<file path="src/rtl/uart_tx_pkg.sv">
package uart_tx_pkg;

  typedef enum logic [2:0] {
    SER_IDLE  = 3'd0,
    SER_ARM   = 3'd1,
    SER_START = 3'd2,
    SER_DATA  = 3'd3,
    SER_PAR   = 3'd4,
    SER_STOP  = 3'd5
  } ser_state_e;

  localparam logic [1:0] WIDTH_SEVEN = 2'b00;
  localparam logic [1:0] WIDTH_NINE  = 2'b10;

  localparam logic [1:0] PAR_ODD   = 2'b00;
  localparam logic [1:0] PAR_EVEN  = 2'b01;
  localparam logic [1:0] PAR_MARK  = 2'b10;
  localparam logic [1:0] PAR_SPACE = 2'b11;

endpackage

</file>
<file path="src/rtl/uart_tx_parity.sv">
module uart_tx_parity #(
  parameter int BYTE_W = 8,
  localparam int WORD_W = BYTE_W + 1
) (
  input  logic [WORD_W-1:0] word,
  input  logic [1:0]        width,
  input  logic [1:0]        kind,
  output logic              par_bit
);
  import uart_tx_pkg::*;

  logic [WORD_W-1:0] mask;
  logic              ones_odd;

  // Only the bits that go on the line take part in the parity.
  always_comb begin
    if (width == WIDTH_SEVEN)     mask = WORD_W'({(BYTE_W-1){1'b1}});
    else if (width == WIDTH_NINE) mask = {WORD_W{1'b1}};
    else                          mask = WORD_W'({BYTE_W{1'b1}});
  end

  assign ones_odd = ^(word & mask);

  always_comb begin
    case (kind)
      PAR_ODD:  par_bit = ~ones_odd;
      PAR_EVEN: par_bit = ones_odd;
      PAR_MARK: par_bit = 1'b1;
      default:  par_bit = 1'b0;
    endcase
  end

endmodule

</file>
<file path="src/rtl/uart_tx_pairer.sv">
module uart_tx_pairer #(
  parameter int BYTE_W = 8,
  localparam int WORD_W = BYTE_W + 1
) (
  input  logic              clk,
  input  logic              rst_n,
  input  logic              nine_mode,
  input  logic              ser_idle,
  input  logic              fifo_valid,
  input  logic [BYTE_W-1:0] fifo_data,
  output logic              fifo_ready,
  output logic              load,
  output logic [WORD_W-1:0] load_word
);

  logic              half_q, half_d;
  logic [BYTE_W-1:0] low_q, low_d;
  logic              take;

  // Bytes are taken only while the shifter has nothing on the line.
  assign fifo_ready = ser_idle;
  assign take       = fifo_valid & fifo_ready;
  assign load       = take & (~nine_mode | half_q);
  assign load_word  = nine_mode ? {fifo_data[0], low_q} : {1'b0, fifo_data};

  always_comb begin
    half_d = half_q;
    low_d  = low_q;
    if (!nine_mode) begin
      half_d = 1'b0;
    end else if (take) begin
      half_d = ~half_q;
      if (!half_q) low_d = fifo_data;
    end
  end

  always_ff @(posedge clk or negedge rst_n) begin
    if (!rst_n) begin
      half_q <= 1'b0;
      low_q  <= '0;
    end else begin
      half_q <= half_d;
      low_q  <= low_d;
    end
  end

endmodule

</file>
<file path="src/rtl/uart_tx_serializer.sv">
module uart_tx_serializer #(
  parameter int BYTE_W = 8,
  localparam int WORD_W = BYTE_W + 1,
  localparam int CNT_W  = $clog2(WORD_W)
) (
  input  logic              clk,
  input  logic              rst_n,
  input  logic              baud_tick,
  input  logic              load,
  input  logic [WORD_W-1:0] load_word,
  input  logic [1:0]        cfg_width,
  input  logic              cfg_par_en,
  input  logic [1:0]        cfg_par_kind,
  input  logic              cfg_two_stop,
  output logic              idle,
  output logic              tx_line
);
  import uart_tx_pkg::*;

  localparam logic [CNT_W-1:0] LAST_SEVEN = CNT_W'(BYTE_W - 2);
  localparam logic [CNT_W-1:0] LAST_EIGHT = CNT_W'(BYTE_W - 1);
  localparam logic [CNT_W-1:0] LAST_NINE  = CNT_W'(BYTE_W);

  ser_state_e        state_q, state_d;
  logic [WORD_W-1:0] shreg_q, shreg_d;
  logic [CNT_W-1:0]  left_q, left_d;
  logic              par_en_q, par_en_d;
  logic              par_bit_q, par_bit_d;
  logic              two_q, two_d;
  logic              extra_q, extra_d;
  logic              tx_q, tx_d;
  logic              par_calc;
  logic [CNT_W-1:0]  last_idx;

  uart_tx_parity #(.BYTE_W(BYTE_W)) u_parity (
    .word    (load_word),
    .width   (cfg_width),
    .kind    (cfg_par_kind),
    .par_bit (par_calc)
  );

  always_comb begin
    if (cfg_width == WIDTH_SEVEN)     last_idx = LAST_SEVEN;
    else if (cfg_width == WIDTH_NINE) last_idx = LAST_NINE;
    else                              last_idx = LAST_EIGHT;
  end

  always_comb begin
    state_d   = state_q;
    shreg_d   = shreg_q;
    left_d    = left_q;
    par_en_d  = par_en_q;
    par_bit_d = par_bit_q;
    two_d     = two_q;
    extra_d   = extra_q;
    tx_d      = tx_q;
    case (state_q)
      SER_IDLE: begin
        tx_d = 1'b1;
        if (load) begin
          shreg_d   = load_word;
          left_d    = last_idx;
          par_en_d  = cfg_par_en & (cfg_width != WIDTH_NINE);
          par_bit_d = par_calc;
          two_d     = cfg_two_stop;
          state_d   = SER_ARM;
        end
      end
      SER_ARM: begin
        if (baud_tick) begin
          tx_d    = 1'b0;
          state_d = SER_START;
        end
      end
      SER_START: begin
        if (baud_tick) begin
          tx_d    = shreg_q[0];
          state_d = SER_DATA;
        end
      end
      SER_DATA: begin
        if (baud_tick) begin
          if (left_q == '0) begin
            if (par_en_q) begin
              tx_d    = par_bit_q;
              state_d = SER_PAR;
            end else begin
              tx_d    = 1'b1;
              extra_d = two_q;
              state_d = SER_STOP;
            end
          end else begin
            shreg_d = shreg_q >> 1;
            tx_d    = shreg_q[1];
            left_d  = left_q - 1'b1;
          end
        end
      end
      SER_PAR: begin
        if (baud_tick) begin
          tx_d    = 1'b1;
          extra_d = two_q;
          state_d = SER_STOP;
        end
      end
      SER_STOP: begin
        if (baud_tick) begin
          if (extra_q) extra_d = 1'b0;
          else         state_d = SER_IDLE;
        end
      end
      default: begin
        tx_d    = 1'b1;
        state_d = SER_IDLE;
      end
    endcase
  end

  always_ff @(posedge clk or negedge rst_n) begin
    if (!rst_n) begin
      state_q   <= SER_IDLE;
      shreg_q   <= '0;
      left_q    <= '0;
      par_en_q  <= 1'b0;
      par_bit_q <= 1'b0;
      two_q     <= 1'b0;
      extra_q   <= 1'b0;
      tx_q      <= 1'b1;
    end else begin
      state_q   <= state_d;
      shreg_q   <= shreg_d;
      left_q    <= left_d;
      par_en_q  <= par_en_d;
      par_bit_q <= par_bit_d;
      two_q     <= two_d;
      extra_q   <= extra_d;
      tx_q      <= tx_d;
    end
  end

  assign idle    = (state_q == SER_IDLE);
  assign tx_line = tx_q;

endmodule

</file>
<file path="src/rtl/uart_ninebit_tx.sv">
module uart_ninebit_tx #(
  parameter int BYTE_W = 8
) (
  input  logic              clk,
  input  logic              rst_n,
  input  logic              baud_tick,
  input  logic [1:0]        cfg_width,
  input  logic              cfg_par_en,
  input  logic [1:0]        cfg_par_kind,
  input  logic              cfg_two_stop,
  input  logic              fifo_valid,
  input  logic [BYTE_W-1:0] fifo_data,
  output logic              fifo_ready,
  output logic              tx_line,
  output logic              tx_busy
);
  import uart_tx_pkg::*;

  localparam int WORD_W = BYTE_W + 1;

  logic              ser_idle;
  logic              load;
  logic [WORD_W-1:0] load_word;

  uart_tx_pairer #(.BYTE_W(BYTE_W)) u_pairer (
    .clk        (clk),
    .rst_n      (rst_n),
    .nine_mode  (cfg_width == WIDTH_NINE),
    .ser_idle   (ser_idle),
    .fifo_valid (fifo_valid),
    .fifo_data  (fifo_data),
    .fifo_ready (fifo_ready),
    .load       (load),
    .load_word  (load_word)
  );

  uart_tx_serializer #(.BYTE_W(BYTE_W)) u_ser (
    .clk          (clk),
    .rst_n        (rst_n),
    .baud_tick    (baud_tick),
    .load         (load),
    .load_word    (load_word),
    .cfg_width    (cfg_width),
    .cfg_par_en   (cfg_par_en),
    .cfg_par_kind (cfg_par_kind),
    .cfg_two_stop (cfg_two_stop),
    .idle         (ser_idle),
    .tx_line      (tx_line)
  );

  assign tx_busy = ~ser_idle;

endmodule

</file>
<file path="config.mk">
export PLATFORM = sky130hd
export DESIGN_NAME = uart_ninebit_tx
export DESIGN_NICKNAME = d
export VERILOG_FILES = /design/src/rtl/uart_tx_pkg.sv /design/src/rtl/uart_tx_parity.sv /design/src/rtl/uart_tx_pairer.sv /design/src/rtl/uart_tx_serializer.sv /design/src/rtl/uart_ninebit_tx.sv
export SDC_FILE = /design/constraint.sdc
export NUM_CORES = 1
export LEC_CHECK = 0
export CORE_MARGIN = 2
export CORE_UTILIZATION = 30
export DETAILED_ROUTE_END_ITERATION = 6
export PLACE_DENSITY = 0.52
export SLEW_MARGIN = 15
export SYNTH_ARGS = -nofsm -noshare
export SYNTH_HDL_FRONTEND = slang
export SYNTH_HIERARCHICAL = 1
export SYNTH_SLANG_ARGS = --single-unit
</file>
<file path="constraint.sdc">
create_clock -name clk -period 2.6 [get_ports clk]
set_clock_uncertainty 0.2 [all_clocks]
set_input_delay 0.52 -clock clk [delete_from_list [all_inputs] [get_ports clk]]
set_output_delay 0.52 -clock clk [all_outputs]
set_load 0.05 [all_outputs]
</file>
==> summary.md, run 1 <==
| Metric | Value |
|---|---|
| Status | completed |
| Post-synth EDFFs | 0 |
| CP top delay family | XOR/XNOR gates |
| DRC | 0 |
| Worst setup SP type | input port |
| DIE AREA | between 6000 and 7000 um2 |
| Fin crit share | 0.987 |
| Initial Util | 0.311 |
| Comb power frac | 0.463 |
| Number of port buffers | 20 |
| Multiplexer area fraction after synthesis | 0.110 |
| Max Clock Freq | 0.390 GHz |
| I/O pin count | 21 |
| Via count | 1501 |
| Max Cap Viol | 0 |
| Register area share after synthesis | 0.409 |
| Diode count | 0 |
| Die Wd | 82.3 um |
| First-pass iteration count of the detailed router | 4 |
| Routing usage on met1 | 0.187 |
| Net Sw Frac | 0.381 |
| Ys flop type | dfrtp_1 |
| Clock Latency Late Sink | 0.28 ns |
| Fin crit period | approximately 2.6 ns |
| Ranking of synthesized cells by area | dfrtp_1, mux2_2, nand2_1, a31oi_2, nor2_1 |
| Core ar. | just under 6000 um2 |
| # rows | 28 |
| Placed Cells incl. Taps | ~290 |
| Fin nets | 248 |
| Post-synth top area share | 0.395 |
| Most used cell, CP | xnor3_1 |
| WS Path Type | in2reg |
| Final Hold Fails | 0 |
| P_int | 1.44 mW |
| Final GP Congestion | 0.824 |
| Gr usage total | 0.141 |
| Starting DRC count in detailed routing | 44 |
| Setup TNS | 0 ns |
| Pwr Density | around 960 nW/um2 |
| Worst-margin pin slew | around 0.58 ns |
| CTS Buf Count | 5 |
| CTS HTree Levels | 2 |
| Total power | 2.32 mW |
| HPWL Detailed | 3.03 mm |
| Final WS setup | 0.0345 ns |
| Worst stage delay on the critical path | 0.38 ns |
| Compound-cell area share of the yosys netlist | 0.171 |
| Yosys warns | 6 |
| Area leader, netlist | dfrtp_1 |
| Cells along the critical path | clkbuf_2 -> nor2b_4 -> buf_6 -> buf_4 -> mux2_4 -> xnor3_1 -> xnor3_1 -> mux2i_1 -> xor2_1 -> nand2_1 -> o21ai_1 |
| Die span in y | between 80 and 90 um |
| Clock root cell | clkbuf_8 |
| DP Worst Slack | -0.535 ns |
| Most used routing layer | met2 |
| Fin area | roughly 2400 um2 |
| Post-Synth Simple-Gate Area | 0.218 |
| CP required | 2.61 ns |
| Endpoints failing setup | 0 |
| Vias in the first global route | 1466 |
| Post-synth ARST share | 1.00 |
| Combinational family with the most area after synthesis | simple AND/OR/NAND/NOR gates |
| Vias per cell | 4.92 |
| Slew Viols, Final | 0 |
| Area Growth Syn to Fin | 31.5% |
| Post-Synthesis Mean Instance Area | 9.89 um2 |
| Non-Filler Instances | 305 |
| Synth unique cells | slightly below 50 |
| Worst min-delay path class | reg2reg |
| Critical path peak fanout | 5 |
| Slew HR | 0.612 |
| Clock sinks | 30 |
| Seq cells post-synth | 30 |
| Global-route wire length before repair | roughly 7.1 mm |
| Worst vdd ir | 0.000331 V |
| Hold_buf cts | 0 |
| Adder-Cell Fraction of Synth Area | 0.00680 |
| Bufs on Longest Clock Path | 2 |
| Met2 usage | 0.227 |
| Initial antenna violation count | 0 |
| Slowest-stage cell, CP | xnor3_1 |
| Synth Instances | 186 |
| M3 GR Usage | 0.0326 |
| Sequential share of power | 0.340 |
| Clk pin slew, worst setup/hold paths | 0.07 ns |
| Remaining antenna violation count after routing | 0 |
| Syn Nets | 205 |
| Synth Area in XOR/XNOR | 0.0388 |
| Gr ovfl total | 0 |
| Synthesized area | 1840 um2 |
| Routed WL | 4.20 mm |
| Clock Power Share | 0.197 |
| TritonCTS clock tree | yes |
| Critical path buffer and inverter count | 3 |
| Leakage | 1.09 nW |
| Critical path arrival | 2.57 ns |
| Placed Area | about 2300 um2 |
| Largest net degree at the start of global routing | 31 |
| Switch Pwr | 883 uW |
| Layout cell share with drive strength beyond 1 | 0.313 |
| Crit. End Element | register |
| Wire per inst | 13.8 um |
[layer usage]
metal | vias up | part of all wire
li1 | 747 | -
met1 | 717 | 0.48
met2 | 32 | 0.47
met3 | 5 | 0.041
met4 | 0 | 0.011
met5 | - | 0
[power by group through the flow]
| stage | logic (mW) | clock network, mW | registers, mW |
|---|---|---|---|
| 3_5_place_dp | 1.06 | 0 | 0.794 |
| 2_1_floorplan | 0.785 | 0 | 0.795 |
| 4_1_cts | 1.08 | 0.469 | 0.789 |
| 3_3_place_gp | 1.05 | 0 | 0.797 |
| 6_report | 1.07 | 0.457 | 0.787 |
| 5_1_grt | 1.20 | 0.490 | 0.817 |
[what timing repair did]
| item | 4_1_cts | 5_1_grt |
|---|---|---|
| pin swaps | 3 | 4 |
| setup endpoints to repair | 1 | 1 |
| resized for setup | 9 | 4 |
| buffers inserted | 3 | 3 |
| hold endpoints to repair | 0 | 0 |
[synth_stat cells, drive strengths merged, types with 2 or more instances]
master,count
clkbuf,5
a31oi,11
o21ai,10
and3b,2
nand2,32
nor2,15
nor2b,3
mux2,17
nand4b,2
a31o,2
inv,8
o21a,2
nor3,5
buf,5
nand3,2
dfrtp,29
nand2b,3
xnor2,2
nor3b,2
xnor3,2
a21oi,5
nand3b,2
[tightest hold or removal path, stage by stage (launching register included)]
cell and delay, ns:
dfrtp_1 0.35, nand2_1 0.05, nand2_1 0.05
[registers in the layout, summed over array words and instances (netlist names)]
signal / count
u_ser/shreg_q: 9
u_pairer/low_q: 8
u_ser/left_q: 4
u_ser/state_q: 3
u_pairer/half_q: 1
u_ser/extra_q: 1
u_ser/par_bit_q: 1
u_ser/par_en_q: 1
u_ser/two_q: 1
u_ser/tx_line: 1
[cell type report]
| cell class | count | area (um2) |
|---|---|---|
| timing repair buffer | 46 | 417 |
| clock buffer | 8 | 110 |
| multi-input combinational | 138 | 1020 |
| inverter | 8 | 30.0 |
| fill | 598 | 3500 |
| tap | 75 | 93.8 |
| sequential | 30 | 752 |
[final timing paths]
check                            startpoint                to  slack [ns]  cells after the start
setup / recovery               cfg_width[0]   u_ser/par_bit_q        0.03                     11
hold / removal                  u_ser/two_q       u_ser/two_q        0.28                      2
setup reg to reg           u_ser/state_q[0]  u_ser/shreg_q[8]        0.43                      8
hold reg to reg                 u_ser/two_q       u_ser/two_q        0.28                      2
max in group asynchronous             rst_n     u_ser/tx_line        1.45                      2
min in group asynchronous             rst_n   u_ser/left_q[0]        0.43                      2
[kinds of logic (layout without fill, tap and decap cells)]
group	Yosys count	count (layout)
muxes	18	18
AOI/OAI and AO/OA	40	40
buffers and inverters	18	62
DFF	30	30
and+or+nand+nor	74	74
adders and majority gates	1	1
xor gates and xnor gates	5	5
[cells in the final DEF, fill, tap and decap left out, types with 4 or more instances in the layout]
cell	synthesis	final
a31oi_2	7	7
a31oi_1	4	4
dfrtp_1	29	29
mux2_2	17	14
buf_4	3	23
nor2_1	15	15
nand2_1	32	32
o21ai_0	9	8
clkdlybuf4s50_1	0	16
nor3_1	5	4
a21oi_1	5	5
clkbuf_8	0	8
inv_1	8	8
[per-stage QoR]
stage | hold WS, ns | util
2_1_floorplan | 0.0244 | -
3_3_place_gp | 0.265 | 0.380
3_5_place_dp | 0.269 | 0.380
4_1_cts | 0.285 | 0.406
5_1_grt | 0.310 | 0.408
6_report | 0.281 | 0.408
(Power assumes the default switching activity.)
==> run 2, diff against run 1 <==
CORE_MARGIN = not set   (was 2)
==> run 2 against run 1 <==
Against the previous run: hold slack better by 0.013 ns; clock power decreased by 15%; sequential power barely moved; non-clock buffer count is 2 lower; final cell count decreased by 0.33%; utilization shrank 0.80 points; first-iteration DRC count is 64% higher; via count fell by 2.9%; critical path depth shrank 2; critical endpoint unchanged; largest cell class unchanged; highest routed layer unchanged.
==> summary.md, run 2 (synthesis gave the netlist of run 1 again) <==
| Metric | Value |
|---|---|
| Status | completed (unchanged) |
| Net Sw Frac | 0.382 (was 0.381) |
| P_int | 1.41 mW (was 1.44 mW) |
| Max Cap Viol | 0 (unchanged) |
| Most frequent cells in the layout | nand2_1, dfrtp_1, buf_4, mux2_2, clkdlybuf4s50_1 (was nand2_1, dfrtp_1, buf_4, clkdlybuf4s50_1, nor2_1) |
| Leakage | 1.06 nW (was 1.09 nW) |
| Fin nets | 247 (was 248) |
| Crit. End Element | register (unchanged) |
| Critical path arrival | 2.41 ns (was 2.57 ns) |
| Worst min-delay path class | reg2reg (unchanged) |
| Most common cell after layout, fill and taps aside | nand2_1 (unchanged) |
| Via count | 1458 (was 1501) |
| Register area | 752 um2 (unchanged) |
| Layout fillers | 608 (was 598) |
| Global-route wire length before repair | 6.97 mm (was 7.15 mm) |
| Fin crit period | 2.42 ns (was 2.57 ns) |
| Worst setup SP type | input port (unchanged) |
| Die Wd | 80.3 um (was 82.3 um) |
| Die span in y | 80.3 um (was 82.3 um) |
| Fin area | 2370 um2 (was 2420 um2) |
| I/O pin count | 21 (unchanged) |
| Number of port buffers | 20 (unchanged) |
| Worst-margin pin slew | 0.499 ns (was 0.580 ns) |
| Max Clock Freq | 0.414 GHz (was 0.390 GHz) |
| Layout cell share with drive strength beyond 1 | 0.306 (was 0.313) |
| Fin util | 0.400 (was 0.408) |
| Multi-input gate area | 1010 um2 (was 1020 um2) |
| Hold path startpoint | u_ser/two_q (unchanged) |
| Clock Power Share | 0.171 (was 0.197) |
| CTS Buf Count | 5 (unchanged) |
| Initial Util | 0.311 (unchanged) |
| RSZ-0062 raised after global routing | false |
| Clock Latency Late Sink | 0.28 ns (about the same) |
| WS Path Type | in2reg (unchanged) |
| Diode count | 0 (unchanged) |
| Placed Area | 2280 um2 (was 2250 um2) |
| Worst r2r src | u_ser/state_q[0] (unchanged) |
| Bufs on Longest Clock Path | 2 (unchanged) |
| HPWL Detailed | 3.03 mm (about the same) |
| Vias in the first global route | 1399 (was 1466) |
| TritonCTS clock tree | yes (unchanged) |
| Pwr Density | 959 nW/um2 (about the same) |
| CP Launch Point | cfg_width[1] (was cfg_width[0]) |
| Vias per cell | 4.80 (was 4.92) |
| Core ar. | 5920 um2 (unchanged) |
| Slew Viols, Final | 0 (unchanged) |
| Area Growth Syn to Fin | 28.9% (was 31.5%) |
| Clock root cell | clkbuf_8 (unchanged) |
| # rows | 28 (unchanged) |
| CP required | 2.60 ns (was 2.61 ns) |
| CTS HTree Levels | 2 (unchanged) |
| Comb power frac | 0.484 (was 0.463) |
| Final GP Congestion | 0.807 (was 0.824) |
| Clk pin slew, worst setup/hold paths | 0.07 ns (about the same) |
| Worst vdd ir | 0.000327 V (was 0.000331 V) |
| Gr ovfl total | 0 (unchanged) |
| Endpoints failing setup | 0 (unchanged) |
| Largest regs | u_ser/shreg_q: 9 flops, u_pairer/low_q: 8 flops, u_ser/left_q: 4 flops (unchanged) |
| Switch Pwr | 869 uW (was 883 uW) |
| Gr usage total | 0.148 (was 0.141) |
| Non-Filler Instances | 304 (was 305) |
| Wire per inst | 13.7 um (was 13.8 um) |
| Initial antenna violation count | 0 (unchanged) |
| Fin crit share | 0.929 (was 0.987) |
| Remaining antenna violation count after routing | 0 (unchanged) |
| Placed Cells incl. Taps | 295 (was 291) |
| First-pass iteration count of the detailed router | 4 (unchanged) |
| Hold Crit Depth | 2 (unchanged) |
| DIE AREA | 6450 um2 (was 6770 um2) |
| Routed WL | 4.17 mm (was 4.20 mm) |
| Total setup buffers inserted after CTS | 0 (was 3) |
| Slew HR | 0.666 (was 0.612) |
| Max reg flops | 9 (unchanged) |
| Sequential share of power | 0.345 (was 0.340) |
| Final Hold Fails | 0 (unchanged) |
| Worst R2R Path Depth | 8 (unchanged) |
| Starting DRC count in detailed routing | 72 (was 44) |
| Largest register by flop count | u_ser/shreg_q (unchanged) |
| Clock sinks | 30 (unchanged) |
| Critical path peak fanout | 5 (unchanged) |
| Hold_buf cts | 0 (unchanged) |
| Largest net degree at the start of global routing | 31 (unchanged) |
| DRC | 0 (unchanged) |
## run 2: what timing repair did
action / 4_1_cts / 5_1_grt
endpoints found under the setup margin: 1 / 1
gates resized for setup: 4 / 2
cloned: 1 / 0
## run 2: critical path: stages
cell and delay, ns:
clkbuf_2 0.12, nor2b_4 0.24, mux2_2 0.37, or4bb_1 0.50
and4b_1 0.22, mux2i_1 0.16, xor2_1 0.16, nand2_1 0.06
o21ai_0 0.07
## run 2: power by group through the flow
stage	clock (mW)	combinational (mW)	sequential, mW
after detailed placement	0	1.11	0.797
after global placement	0	1.10	0.795
after CTS	0.408	1.12	0.788
after floorplan	0	0.785	0.795
after global routing	0.435	1.22	0.809
final	0.389	1.10	0.784
## run 2: final timing paths
check,to,slack [ns]
max,u_ser/par_bit_q,0.18
min,u_ser/two_q,0.29
max reg2reg,u_ser/left_q[1],0.38
min reg2reg,u_ser/two_q,0.29
max in group asynchronous,u_ser/tx_line,1.45
min in group asynchronous,u_ser/extra_q,0.43
## run 2: through the flow
stage	power, mW	hold slack (ns)	TNS, ns	setup slack (ns)
global route	2.46	0.326	0	0.101
global placement	1.90	0.268	-3.48	-0.500
detailed placement	1.90	0.279	-3.58	-0.557
CTS	2.31	0.296	0	0.00748
floorplan	1.58	0.0244	0	0.0188
finish	2.27	0.294	0	0.184
## run 2: layer usage
metal | GRT usage | vias up | wire, um
met5 | 0 | - | 0
met4 | 0.0429 | 0 | 23
met3 | 0.0477 | 2 | 163
met2 | 0.248 | 23 | 2030
met1 | 0.181 | 690 | 1960
li1 | - | 743 | -
## run 2: area by class of cell
cell class                      count  area share
Inverter                            8      0.0127
Clock buffer                        7      0.0364
Clock inverter                      1     0.00211
Timing Repair Buffer               44       0.165
Sequential cell                    30       0.317
Multi-Input combinational cell    139       0.427
Tap cell                           75      0.0396
==> run 3, diff against run 2 <==
--- a/constraint.sdc
+++ b/constraint.sdc
@@ -4,2 +4,2 @@
 set_output_delay 0.52 -clock clk [all_outputs]
-set_load 0.05 [all_outputs]
+set_load 0.01 [all_outputs]
==> run 3 against run 2 <==
Against the previous run: largest cell class unchanged; register-to-register slack better by 0.04 ns; largest power group unchanged; highest routed layer unchanged; combinational power hardly changed; non-clock buffer count is 4 higher; final area is 1.5% higher.
==> summary.md, run 3 (synthesis gave the netlist of run 1 again) <==
| Metric | Value |
|---|---|
| Worst R2R Path Depth | 7 (was 8) |
| Switch Pwr | 841 uW (was 869 uW) |
| Slew HR | 0.682 (was 0.666) |
| Bufs on Longest Clock Path | 2 (unchanged) |
| Worst r2r src | u_ser/state_q[0] (unchanged) |
| Worst setup SP type | input port (unchanged) |
| Area Growth Syn to Fin | 30.8% (was 28.9%) |
| Max Clock Freq | 0.403 GHz (was 0.414 GHz) |
| WS Path Type | in2reg (unchanged) |
| Critical path arrival | 2.49 ns (was 2.41 ns) |
| CTS HTree Levels | 2 (unchanged) |
| I/O pin count | 21 (unchanged) |
| Final GP Congestion | 0.803 (was 0.807) |
| Pwr Density | 938 nW/um2 (was 959 nW/um2) |
| Clock sinks | 30 (unchanged) |
| Fin crit share | 0.955 (was 0.929) |
| CP Launch Point | cfg_width[0] (was cfg_width[1]) |
| Leakage | 1.08 nW (was 1.06 nW) |
| Core ar. | 5920 um2 (unchanged) |
| Remaining antenna violation count after routing | 0 (unchanged) |
| Largest register by flop count | u_ser/shreg_q (unchanged) |
| Hold_buf cts | 0 (unchanged) |
| Diode count | 0 (unchanged) |
| Clock Latency Late Sink | 0.28 ns (about the same) |
| Sequential share of power | 0.348 (was 0.345) |
| Initial antenna violation count | 0 (unchanged) |
| Worst R2R End | u_ser/left_q[2] (was u_ser/left_q[1]) |
| Largest net degree at the start of global routing | 31 (unchanged) |
| Layout cell share with drive strength beyond 1 | 0.305 (was 0.306) |
| Gr ovfl total | 0 (unchanged) |
| Setup TNS | 0 ns (unchanged) |
| Clk pin slew, worst setup/hold paths | 0.06 ns (was 0.07 ns) |
| CTS Buf Count | 5 (unchanged) |
| Total power | 2.26 mW (was 2.27 mW) |
| Via count | 1480 (was 1458) |
| Max Cap Viol | 0 (unchanged) |
| Fin nets | 251 (was 247) |
| Fin crit period | 2.48 ns (was 2.42 ns) |
| Vias per cell | 4.81 (was 4.80) |
| Slew Viols, Final | 0 (unchanged) |
| Die span in y | 80.3 um (unchanged) |
| Clock root cell | clkbuf_8 (unchanged) |
| Die Wd | 80.3 um (unchanged) |
| Comb power frac | 0.481 (was 0.484) |
| DRC | 0 (unchanged) |
| WHS | 0.284 ns (was 0.294 ns) |
| Crit. End Element | register (unchanged) |
| Worst min-delay path class | reg2reg (unchanged) |
| Endpoints failing setup | 0 (unchanged) |
| Status | completed (unchanged) |
| Clock Power Share | 0.171 (about the same) |
| Largest regs | u_ser/shreg_q: 9 flops, u_pairer/low_q: 8 flops, u_ser/left_q: 4 flops (unchanged) |
| Starting DRC count in detailed routing | 45 (was 72) |
| First-pass iteration count of the detailed router | 5 (was 4) |
| DP Worst Slack | -0.532 ns (was -0.557 ns) |
| Net Sw Frac | 0.373 (was 0.382) |
| TritonCTS clock tree | yes (unchanged) |
| Final Hold Fails | 0 (unchanged) |
| DIE AREA | 6450 um2 (unchanged) |
| Number of port buffers | 20 (unchanged) |
| Worst vdd ir | 0.000346 V (was 0.000327 V) |
| R2r setup slk | 0.42 ns (was 0.38 ns) |
| Global-route wire length before repair | 7.07 mm (was 6.97 mm) |
| Most frequent cells in the layout | nand2_1, dfrtp_1, buf_4, clkdlybuf4s50_1, mux2_2 (was nand2_1, dfrtp_1, buf_4, mux2_2, clkdlybuf4s50_1) |
| CP required | 2.61 ns (was 2.60 ns) |
| # rows | 28 (unchanged) |
| Routed WL | 4.19 mm (was 4.17 mm) |
| Max reg flops | 9 (unchanged) |
| Final WS setup | 0.117 ns (was 0.184 ns) |
| Most common cell after layout, fill and taps aside | nand2_1 (unchanged) |
| Vias in the first global route | 1518 (was 1399) |
| Gr usage total | 0.147 (was 0.148) |
| Worst-margin pin slew | 0.475 ns (was 0.499 ns) |
| Wire per inst | 13.6 um (was 13.7 um) |
| Critical path peak fanout | 4 (was 5) |
| RSZ-0062 raised after global routing | false (unchanged) |
| CP Capture Point | u_ser/par_bit_q (unchanged) |
| Initial Util | 0.311 (unchanged) |
| P_int | 1.42 mW (was 1.41 mW) |
| HPWL Detailed | 3.08 mm (was 3.03 mm) |
==> run 3: metrics by stage <==
stage | util | area (um2) | cells
3_3_place_gp | 0.384 | 2270 | 295
3_5_place_dp | 0.384 | 2270 | 295
2_1_floorplan | - | 1850 | 186
4_1_cts | 0.400 | 2370 | 304
5_1_grt | 0.406 | 2410 | 308
6_report | 0.406 | 2410 | 308
==> run 3: how the worst min path moves through the flow <==
stage | slack [ns] | startpoint | depth (start not counted) | to
finish | 0.28 | u_ser/two_q | 2 | u_ser/two_q
floorplan | 0.02 | rst_n | 0 | u_pairer/half_q
global route | 0.32 | u_ser/two_q | 2 | u_ser/two_q
CTS | 0.29 | u_ser/two_q | 2 | u_ser/two_q
detailed placement | 0.27 | u_ser/two_q | 2 | u_ser/two_q
global placement | 0.27 | u_ser/two_q | 2 | u_ser/two_q
==> run 3: power groups by stage <==
stage | registers [mW] | clock network, mW | logic, mW
after CTS | 0.786 | 0.400 | 1.09
after detailed placement | 0.795 | 0 | 1.08
after global placement | 0.795 | 0 | 1.07
after floorplan | 0.771 | 0 | 0.778
after global routing | 0.810 | 0.417 | 1.22
final | 0.785 | 0.386 | 1.09
==> run 3: critical path, cell delays in order <==
cell	delay (ns)
clkbuf_4	0.15
nor2b_4	0.15
buf_4	0.13
mux2_4	0.30
xnor3_1	0.39
xnor3_1	0.38
mux2i_1	0.19
xor2_1	0.16
nand2_1	0.06
o21ai_1	0.06
==> run 3: repair_timing <==
item	4_1_cts	5_1_grt
gates cloned	1	0
pin swaps	0	3
buffers inserted	0	4
resized for setup	3	10
setup endpoints to repair	1	1
==> run 3: cell type report <==
cell class | instances | area [um2]
inverter | 8 | 30.0
sequential | 30 | 752
timing repair buffer | 48 | 418
tap | 75 | 93.8
fill | 590 | 3510
clock buffer | 8 | 90.1
multi-input combinational | 139 | 1020
==> run 3: per-layer routing <==
| metal | GRT usage | vias to the layer above | wire [um] |
|---|---|---|---|
| met1 | 0.183 | 703 | 1970 |
| met4 | 0.0429 | 0 | 44 |
| met3 | 0.0341 | 6 | 146 |
| met2 | 0.252 | 22 | 2020 |
| li1 | - | 749 | - |
| met5 | 0 | - | 0 |
